$ cat src/rtl/tmac_pkg.sv
package tmac_pkg;

  typedef enum logic [0:0] {
    PH_LOAD  = 1'b0,
    PH_DRAIN = 1'b1
  } tmac_phase_e;

endpackage

$ cat src/rtl/tmac_opbuf.sv
module tmac_opbuf #(
  parameter int DW    = 8,
  parameter int DEPTH = 4
) (
  input  logic                  clk,
  input  logic                  rst_n,
  input  logic                  in_valid,
  output logic                  in_ready,
  input  logic [DW-1:0]         in_data,
  input  logic                  release_i,
  output logic                  full_o,
  output logic                  empty_o,
  output logic                  accept_o,
  output logic [DEPTH*DW-1:0]   data_o
);

  localparam int CW = $clog2(DEPTH + 1);

  logic [CW-1:0] fill_cnt;
  logic [DW-1:0] slot [DEPTH];

  assign full_o   = (fill_cnt == CW'(DEPTH));
  assign empty_o  = (fill_cnt == '0);
  assign in_ready = !full_o;
  assign accept_o = in_valid && in_ready;

  always_ff @(posedge clk) begin
    if (!rst_n) begin
      fill_cnt <= '0;
    end else if (release_i) begin
      fill_cnt <= '0;
    end else if (accept_o) begin
      fill_cnt <= fill_cnt + CW'(1);
    end
  end

  for (genvar e = 0; e < DEPTH; e++) begin : g_slot
    always_ff @(posedge clk) begin
      if (!rst_n) begin
        slot[e] <= '0;
      end else if (accept_o && (fill_cnt == CW'(e))) begin
        slot[e] <= in_data;
      end
    end
    assign data_o[e*DW +: DW] = slot[e];
  end

  // a full store keeps its contents until it is released
  a_r2_hold_full: assert property (@(posedge clk) disable iff (!rst_n)
    full_o && !release_i |=> full_o && $stable(data_o));

  // after release the store is empty and ready again
  a_r6_release_empty: assert property (@(posedge clk) disable iff (!rst_n)
    release_i |=> empty_o && in_ready);

endmodule

$ cat src/rtl/tmac_accum.sv
module tmac_accum #(
  parameter int DW    = 8,
  parameter int TM    = 2,
  parameter int TN    = 2,
  parameter int TK    = 2,
  parameter int PW    = 16,
  parameter int ACC_W = 20,
  parameter int IW    = 2
) (
  input  logic                     clk,
  input  logic                     rst_n,
  input  logic                     calc_i,
  input  logic                     seed_i,
  input  logic [TM*TK*DW-1:0]      a_flat,
  input  logic [TK*TN*DW-1:0]      b_flat,
  input  logic [TN*PW-1:0]         bias_flat,
  input  logic [IW-1:0]            rd_idx,
  output logic signed [ACC_W-1:0]  rd_data
);

  localparam int A_W = TM*TK*DW;
  localparam int B_W = TK*TN*DW;
  localparam int C_N = TM*TN;

  // sum over k of A[row][k] * B[k][col], exact in ACC_W bits
  function automatic logic signed [ACC_W-1:0] dot_at(
    input logic [A_W-1:0] af,
    input logic [B_W-1:0] bf,
    input int             row,
    input int             col
  );
    logic signed [ACC_W-1:0] s;
    logic signed [PW-1:0]    xa;
    logic signed [PW-1:0]    xb;
    logic signed [PW-1:0]    p;
    s = '0;
    for (int k = 0; k < TK; k++) begin
      xa = PW'($signed(af[(row*TK+k)*DW +: DW]));
      xb = PW'($signed(bf[(k*TN+col)*DW +: DW]));
      p  = xa * xb;
      s  = s + ACC_W'(p);
    end
    return s;
  endfunction

  logic signed [ACC_W-1:0] acc [C_N];

  for (genvar gi = 0; gi < TM; gi++) begin : g_row
    for (genvar gj = 0; gj < TN; gj++) begin : g_col
      localparam int E = gi*TN + gj;
      logic signed [ACC_W-1:0] part_sum;
      logic signed [ACC_W-1:0] base_val;
      logic signed [ACC_W:0]   wide_sum;

      assign part_sum = dot_at(a_flat, b_flat, gi, gj);
      assign base_val = seed_i ? ACC_W'($signed(bias_flat[gj*PW +: PW])) : acc[E];
      assign wide_sum = {base_val[ACC_W-1], base_val} + {part_sum[ACC_W-1], part_sum};

      always_ff @(posedge clk) begin
        if (!rst_n) begin
          acc[E] <= '0;
        end else if (calc_i) begin
          acc[E] <= wide_sum[ACC_W-1:0];
        end
      end

      // the sum never needs the extra bit
      a_r10_no_overflow: assert property (@(posedge clk) disable iff (!rst_n)
        calc_i |-> (wide_sum[ACC_W] == wide_sum[ACC_W-1]));

      // the accumulator only moves on a compute
      a_r5_hold_acc: assert property (@(posedge clk) disable iff (!rst_n)
        !calc_i |=> $stable(acc[E]));
    end
  end

  assign rd_data = acc[rd_idx];

endmodule

$ cat src/rtl/tmac_drain.sv
module tmac_drain #(
  parameter int C_N = 4,
  parameter int IW  = 2
) (
  input  logic          clk,
  input  logic          rst_n,
  input  logic          start_i,
  input  logic          out_ready,
  output logic          out_valid,
  output logic          out_last,
  output logic [IW-1:0] rd_idx,
  output logic          done_o
);

  logic active;
  logic fire;

  assign out_valid = active;
  assign out_last  = active && (rd_idx == IW'(C_N-1));
  assign fire      = active && out_ready;
  assign done_o    = fire && out_last;

  always_ff @(posedge clk) begin
    if (!rst_n) begin
      active <= 1'b0;
      rd_idx <= '0;
    end else if (start_i) begin
      active <= 1'b1;
      rd_idx <= '0;
    end else if (fire) begin
      if (out_last) begin
        active <= 1'b0;
        rd_idx <= '0;
      end else begin
        rd_idx <= rd_idx + IW'(1);
      end
    end
  end

  // the tile ends after the entry flagged last
  a_r7_last_ends: assert property (@(posedge clk) disable iff (!rst_n)
    done_o |=> !out_valid);

  // a stalled entry does not advance
  a_r8_idx_hold: assert property (@(posedge clk) disable iff (!rst_n)
    out_valid && !out_ready |=> out_valid && $stable(rd_idx));

endmodule

$ cat src/rtl/tile_mac_engine.sv
module tile_mac_engine
  import tmac_pkg::*;
#(
  parameter int DW      = 8,
  parameter int TM      = 2,
  parameter int TN      = 2,
  parameter int TK      = 2,
  parameter int MAX_KCH = 4,
  localparam int PW     = 2*DW,
  localparam int ACC_W  = PW + $clog2(TK*MAX_KCH) + 1
) (
  input  logic                    clk,
  input  logic                    rst_n,
  input  logic                    lhs_valid,
  output logic                    lhs_ready,
  input  logic [DW-1:0]           lhs_data,
  input  logic                    lhs_first,
  input  logic                    lhs_last,
  input  logic                    rhs_valid,
  output logic                    rhs_ready,
  input  logic [DW-1:0]           rhs_data,
  input  logic [TN*PW-1:0]        bias_row,
  output logic                    res_valid,
  input  logic                    res_ready,
  output logic signed [ACC_W-1:0] res_data,
  output logic                    res_last
);

  localparam int A_N = TM*TK;
  localparam int B_N = TK*TN;
  localparam int C_N = TM*TN;
  localparam int IW  = (C_N > 1) ? $clog2(C_N) : 1;

  tmac_phase_e phase;

  logic              a_full, a_empty, a_accept;
  logic              b_full, b_empty, b_accept;
  logic [A_N*DW-1:0] a_flat;
  logic [B_N*DW-1:0] b_flat;
  logic              chunk_first, chunk_last;
  logic              calc_fire;
  logic              drain_start, drain_done;
  logic [IW-1:0]     rd_idx;

  assign calc_fire   = (phase == PH_LOAD) && a_full && b_full;
  assign drain_start = calc_fire && chunk_last;

  tmac_opbuf #(.DW(DW), .DEPTH(A_N)) i_lhs_buf (
    .clk       (clk),
    .rst_n     (rst_n),
    .in_valid  (lhs_valid),
    .in_ready  (lhs_ready),
    .in_data   (lhs_data),
    .release_i (calc_fire),
    .full_o    (a_full),
    .empty_o   (a_empty),
    .accept_o  (a_accept),
    .data_o    (a_flat)
  );

  tmac_opbuf #(.DW(DW), .DEPTH(B_N)) i_rhs_buf (
    .clk       (clk),
    .rst_n     (rst_n),
    .in_valid  (rhs_valid),
    .in_ready  (rhs_ready),
    .in_data   (rhs_data),
    .release_i (calc_fire),
    .full_o    (b_full),
    .empty_o   (b_empty),
    .accept_o  (b_accept),
    .data_o    (b_flat)
  );

  // chunk flags travel with the first left element
  always_ff @(posedge clk) begin
    if (!rst_n) begin
      chunk_first <= 1'b0;
      chunk_last  <= 1'b0;
    end else if (a_accept && a_empty) begin
      chunk_first <= lhs_first;
      chunk_last  <= lhs_last;
    end
  end

  always_ff @(posedge clk) begin
    if (!rst_n) begin
      phase <= PH_LOAD;
    end else if (drain_start) begin
      phase <= PH_DRAIN;
    end else if (drain_done) begin
      phase <= PH_LOAD;
    end
  end

  tmac_accum #(
    .DW(DW), .TM(TM), .TN(TN), .TK(TK), .PW(PW), .ACC_W(ACC_W), .IW(IW)
  ) i_accum (
    .clk       (clk),
    .rst_n     (rst_n),
    .calc_i    (calc_fire),
    .seed_i    (chunk_first),
    .a_flat    (a_flat),
    .b_flat    (b_flat),
    .bias_flat (bias_row),
    .rd_idx    (rd_idx),
    .rd_data   (res_data)
  );

  tmac_drain #(.C_N(C_N), .IW(IW)) i_drain (
    .clk       (clk),
    .rst_n     (rst_n),
    .start_i   (drain_start),
    .out_ready (res_ready),
    .out_valid (res_valid),
    .out_last  (res_last),
    .rd_idx    (rd_idx),
    .done_o    (drain_done)
  );

  // a compute only uses two complete operand tiles
  a_r6_calc_both: assert property (@(posedge clk) disable iff (!rst_n)
    calc_fire |-> a_full && b_full && !a_empty && !b_empty);

  // no compute while a tile is still leaving
  a_r9_no_calc_in_drain: assert property (@(posedge clk) disable iff (!rst_n)
    res_valid |-> !calc_fire);

  // stalled output keeps data and last flag
  a_r8_data_hold: assert property (@(posedge clk) disable iff (!rst_n)
    res_valid && !res_ready |=> res_valid && $stable(res_data) && $stable(res_last));

  // a chunk not flagged last leaves the output idle
  a_r11_quiet: assert property (@(posedge clk) disable iff (!rst_n)
    calc_fire && !chunk_last |=> !res_valid);

  // a last chunk starts the output on the next cycle
  a_r7_start: assert property (@(posedge clk) disable iff (!rst_n)
    calc_fire && chunk_last |=> res_valid);

endmodule

$ cat config.mk
export PLATFORM = sky130hd
export DESIGN_NAME = tile_mac_engine
export DESIGN_NICKNAME = d
export VERILOG_FILES = /design/src/rtl/tmac_pkg.sv /design/src/rtl/tmac_opbuf.sv /design/src/rtl/tmac_accum.sv /design/src/rtl/tmac_drain.sv /design/src/rtl/tile_mac_engine.sv
export SDC_FILE = /design/constraint.sdc
export NUM_CORES = 2
export LEC_CHECK = 0
export ABC_AREA = 1
export BUFFER_PORTS_ARGS = -buffer_cell sky130_fd_sc_hd__buf_2
export CAP_MARGIN = 20
export CORE_MARGIN = 5
export CORE_UTILIZATION = 50
export CTS_BUF_LIST = sky130_fd_sc_hd__clkbuf_4
export DETAILED_ROUTE_END_ITERATION = 10
export HOLD_SLACK_MARGIN = 0.05
export PLACE_DENSITY = 0.67
export SKIP_LAST_GASP = 1
export SLEW_MARGIN = 20
export SYNTH_ARGS = -nofsm -noshare
export SYNTH_HDL_FRONTEND = slang
export SYNTH_SLANG_ARGS = --single-unit
$ cat constraint.sdc
create_clock -name clk -period 5.3 [get_ports clk]
set_input_delay 0.795 -clock clk [delete_from_list [all_inputs] [get_ports clk]]
set_output_delay 0.795 -clock clk [all_outputs]
set_load 0.05 [all_outputs]
# Word-level counts from Yosys, hierarchy flattened
# Memory sizes are Yosys's and may differ from the RTL's. A register that Yosys moved wholly into a read port is not among the register bits.
# Index checks and enable logic that the tools add are counted.
[totals]
ff_bits = 12
latchBits = 0
mem_bits_rw = 144
mem_bits_ro = 0
word_cells = 130
mem_count = 3
[op_classes]
n_addsub = 11
multipliers = 8
n_div = 0
n_lt_le_gt_ge = 0
eq_ne = 9
n_shift = 0
mux = 52
n_bitwise = 14
reduce_logical = 26
[memory_table]
columns = ["memory", "depth", "width", "read_ports", "rd_ports_with_merged_regs", "wr", "line_no", "rtl"]
rows = [
  ["i_accum.acc", 4, 20, 5, 1, 4, "tmac_accum.sv:46", "logic signed [ACC_W-1:0] acc [C_N];"],
  ["i_lhs_buf.slot", 4, 8, 4, 0, 4, "tmac_opbuf.sv:20", "logic [DW-1:0] slot [DEPTH];"],
  ["i_rhs_buf.slot", 4, 8, 4, 0, 4, "tmac_opbuf.sv:20", ""],
]
[op_table]
columns = ["cell", "n"]
rows = [
  ["$mux 20", 8],
  ["$mul 8x8->16", 8],
  ["$add 20x17->20", 4],
  ["$add 16x16->17", 4],
  ["$mux 8", 8],
  ["$mux 1", 33],
  ["$logic_and 1x1->1", 16],
  ["$eq 3x2->1 const B", 4],
  ["$or 1x1->1", 12],
  ["$add 3x1->3 const B", 2],
  ["$eq 3x1->1 const B", 2],
  ["$eq 3x3->1 const B", 2],
  ["$logic_not 3->1", 2],
  ["$mux 2", 3],
  ["$reduce_bool 2->1", 3],
  ["$reduce_or 2->1", 2],
  ["$add 2x1->2 const B", 1],
  ["$eq 2x2->1 const B", 1],
  ["$logic_not 1->1", 2],
  ["$not 1->1", 2],
  ["$reduce_and 2->1", 1],
]

# Longest topological paths before layout
[depth]
word_depth = 8
mapped_depth = 29
depth_no_buf = 27

# Cells and area by module
# A second synthesis with hierarchy kept.
[unflattened]
hier_cells = 4490
area_unflattened_um2 = 36112.1
[by_module_without_submodules]
columns = ["mod", "instances", "cells_each", "area_each_um2"]
rows = [
  ["tmac_accum", 1, 4214, 32859.0],
  ["tmac_opbuf", 2, 117, 1481.4],
  ["tmac_drain", 1, 23, 156.4],
  ["tile_mac_engine", 1, 19, 133.9],
]

# Least setup slack after synthesis
# Ideal clock, no wire load.
[synth_timing]
path_kind = "register to register"
from = "memory i_lhs_buf.slot[1][7]"
to = "memory i_accum.acc[1][19] (data pin)"
setup_time_ns = 0.255
arrival_time_ns = 5.223
required_time_ns = 5.045
path_slack_ns = -0.178
path_stages_with_launch = 26
path_buffers = 1
synth_period_minus_slack_ns = 5.478
cell_sequence = "edfxtp_1 > clkbuf_1 > nand2_1 > inv_1 > fa_1 > inv_1 > fa_1 > inv_1 > fa_1 > inv_1 > fa_1 > inv_1 > fa_1 > inv_1 > fa_1 > inv_1 > ha_1 > nand2_1 > inv_1 > nand3_1 > nor2_1 > nand3_1 > nand3_1 > nand3_1 > nand2_1 > nor2_1"
[synth_lines]
columns = ["item", "line_no"]
rows = [
  ["start, declared", "tmac_opbuf.sv:20"],
  ["end, declared", "tmac_accum.sv:46"],
]

==> impl_metrics.env <==
export IMPL_outcome="finished with violations"
export IMPL_violations="setup timing"
export IMPL_startpoint_type="register"
export IMPL_hold_path_class="input port to register"
export IMPL_gp_congestion=0.984
export IMPL_switching_share=0.522
export IMPL_drt_iter0_drc=2104
export IMPL_max_slew_worst_pin_slew_ns=1.03
export IMPL_wire_per_inst_um=19.3
export IMPL_cts_buffer_depth=2
export IMPL_htreeDepth=4
export IMPL_yosysUniqueCellTypes=42
export IMPL_min_period_ns=5.66
export IMPL_totalWireLength_um=113000
export IMPL_dieArea_mm2=0.0771
export IMPL_syn_nets=5535
export IMPL_clk_latency_ns=0.72
export IMPL_ioPinCount=79
export IMPL_hold_viol=0
export IMPL_clk_pin_slew_ns=0.17
export IMPL_leakagePower_nw=24.9
export IMPL_layout_nets=5994
export IMPL_viasPerCell=5.10
export IMPL_synth_cells=4437
export IMPL_drc_errors=0
export IMPL_fillers=5971
export IMPL_synth_area_leader_cell="fa_1"
export IMPL_postRouteAntennaNets=0
export IMPL_tritoncts="done"
export IMPL_drive_gt1_frac=0.226
export IMPL_synth_edf_count=144
export IMPL_synthTopCellsByCount="inv_1, nand2_1, fa_1"
export IMPL_final_cells=5860
export IMPL_multi_input_area_mm2=0.0272
export IMPL_initial_core_util=0.503
export IMPL_cts_sinks=158
export IMPL_die_h_um=278
export IMPL_grtUsageTotal=0.293
export IMPL_finalClockSkew_ns=0.0502
export IMPL_fin_setup_tns_ns=-9.33
export IMPL_die_w_um=278
export IMPL_p_sw_w=0.0159
export IMPL_antenna_found_initial=3
export IMPL_synth_ff_type="edfxtp_1"
export IMPL_port_buffers=78
export IMPL_dp_cells=5728
export IMPL_crit_required_ns=5.77
export IMPL_peakVddDrop_mv=1.02
export IMPL_slew_violations=0
export IMPL_post_route_period_util=1.07
export IMPL_yosys_warnings=0
export IMPL_root_buffer="clkbuf_4"
export IMPL_powerDensity_mw_per_mm2=688
export IMPL_syn_mean_instance_area_um2=8.07
export IMPL_pwr_share_seq=0.049
export IMPL_synth_seq_area_share=0.129
export IMPL_syn_cell_area_mm2=0.0358
export IMPL_vias=29900
export IMPL_end_kind="register"
export IMPL_max_clock_freq_mhz=177
export IMPL_async_flop_share=0
export IMPL_cts_buffers=17
export IMPL_setup_viol=45
export IMPL_rsz0062_at_grt="yes"
export IMPL_cp_data_arrival_time_ns=6.13
export IMPL_grt_max_degree=57
export IMPL_gr_total_overflow=0
export IMPL_synth_top_area_share=0.387
export IMPL_grt_first_pass_wirelength_um=174000
export IMPL_cap_violations=0
export IMPL_drtPass1Iterations=6
export IMPL_setup_slack_ns=-0.361
export IMPL_area_delta_synth_final_pct=23.6
export IMPL_clkPwrFrac=0.027
export IMPL_dp_slack_ns=-0.523
export IMPL_internal_power_w=0.0146
export IMPL_synth_area_top_cells="fa_1, inv_1, ha_1"
export IMPL_seqCellArea_mm2=0.00461
export IMPL_path_max_fanout=4
export IMPL_slew_headroom=0.313
export IMPL_critPathKind="register to register"
export IMPL_synth_seq_cells=158
export IMPL_hpwl_um=93700
export IMPL_core_mm2=0.0712
export IMPL_row_count=98
export IMPL_grt_pass1_vias=31600
export IMPL_synth_most_common_cell="inv_1"
export IMPL_p_comb_frac=0.924
## final timing paths
path	from	end	slack, ns	cells past startpoint
setup / recovery	i_lhs_buf.slot[3][7]$_SDFFCE_PN0P_	i_accum.acc[2][10]$_SDFFCE_PN0P_	-0.36	23
hold / removal	lhs_first	chunk_first$_SDFFE_PN0P_	0.33	3
setup reg to reg	i_lhs_buf.slot[3][7]$_SDFFCE_PN0P_	i_accum.acc[2][10]$_SDFFCE_PN0P_	-0.36	23
hold reg to reg	chunk_last$_SDFFE_PN0P_	chunk_last$_SDFFE_PN0P_	0.49	2
## power by group through the flow
stage	Combinational (W)	Clock [W]	Sequential (W)
floorplan	0.0120	0	0.00146
global placement	0.0197	0	0.00150
detailed placement	0.0198	0	0.00150
CTS	0.0242	0.000844	0.00147
global route	0.0307	0.000884	0.00148
finish	0.0281	0.000834	0.00148
## what timing repair did
item / 4_1_cts / 5_1_grt
pin swaps: 115 / 211
hold buffers: 0 / 0
setup endpoints to repair: 52 / 53
gates cloned: 3 / 2
buffers inserted: 44 / 57
resized for setup: 297 / 339
## area by class of cell
cell class | instances | share of cell area
multi-input combinational | 2701 | 0.616
timing repair buffer | 599 | 0.125
inverter | 1419 | 0.121
sequential | 158 | 0.104
tap | 950 | 0.0269
clock inverter | 15 | 0.00385
clock buffer | 17 | 0.00289
antenna | 1 | 0.0000566
## critical path: stages, from the launching register on
cell	delay [ns]
edfxtp_1	0.42
buf_6	0.16
buf_6	0.14
nand2_4	0.07
clkinvlp_4	0.13
buf_6	0.14
buf_6	0.10
fa_1	0.52
fa_1	0.44
fa_1	0.54
fa_1	0.47
fa_1	0.55
inv_2	0.05
fa_1	0.53
inv_2	0.05
ha_4	0.26
buf_4	0.14
nand2_4	0.09
inv_1	0.06
a21oi_2	0.18
nand2_2	0.10
buf_6	0.13
o21ai_2	0.12
a21oi_2	0.05
## flip-flops by register name, summed over array words and instances (netlist names), named ones only
name	count
chunk_first	1
chunk_last	1
i_accum.acc	80
i_drain.out_valid	1
i_drain.rd_idx	2
i_lhs_buf.fill_cnt	3
i_lhs_buf.slot	32
i_rhs_buf.fill_cnt	3
i_rhs_buf.slot	32
phase	1
## through the flow
step	util	area, µm²	hold WS, ns	total power, W
detailed placement	0.572	40800	0.472	0.0213
global placement	0.572	40800	0.462	0.0212
CTS	0.599	42700	0.286	0.0265
finish	0.621	44200	0.331	0.0304
global route	0.621	44200	0.311	0.0330
floorplan	-	35900	0.450	0.0134
## kinds of logic after synthesis
| logic type | after synthesis | synth area share |
|---|---|---|
| AOI/OAI and AO/OA | 266 | 0.0406 |
| and+or+nand+nor | 1380 | 0.151 |
| adders and majority gates | 1043 | 0.510 |
| DFF | 158 | 0.129 |
| xor gates and xnor gates | 12 | 0.00294 |
| buffers and inverters | 1578 | 0.167 |
## placed cells by master (no fill, tap or decap), types with 4 or more instances in the layout
| master | n |
|---|---|
| buf_2 | 78 |
| o21bai_4 | 4 |
| a21oi_1 | 62 |
| inv_4 | 4 |
| fa_1 | 656 |
| buf_6 | 66 |
| ha_4 | 52 |
| a21oi_4 | 12 |
| nor2_2 | 34 |
| nand2_1 | 842 |
| fa_2 | 36 |
| nand3_2 | 22 |
| clkbuf_4 | 17 |
| inv_1 | 1310 |
| dfxtp_1 | 13 |
| o21ai_2 | 16 |
| o21ai_0 | 64 |
| nand4_1 | 17 |
| nor2_4 | 23 |
| inv_6 | 9 |
| o21ai_1 | 15 |
| buf_4 | 375 |
| ha_1 | 299 |
| o22ai_1 | 21 |
| nor2_1 | 243 |
| buf_12 | 70 |
| clkinv_8 | 5 |
| nand2_2 | 69 |
| edfxtp_1 | 144 |
| a21oi_2 | 54 |
| nand3_1 | 79 |
| xnor2_1 | 10 |
| buf_8 | 7 |
| inv_2 | 97 |
| o21a_1 | 6 |
| nand2_4 | 37 |
## layer usage
metal	track usage	share of wire	up-vias	wire, µm
li1	-	-	13600	-
met1	0.374	0.38	14600	43300
met2	0.486	0.47	1244	52600
met3	0.0704	0.098	337	11000
met4	0.117	0.052	0	5890
met5	0	0	-	0
Power figures use the tool's default switching activity.
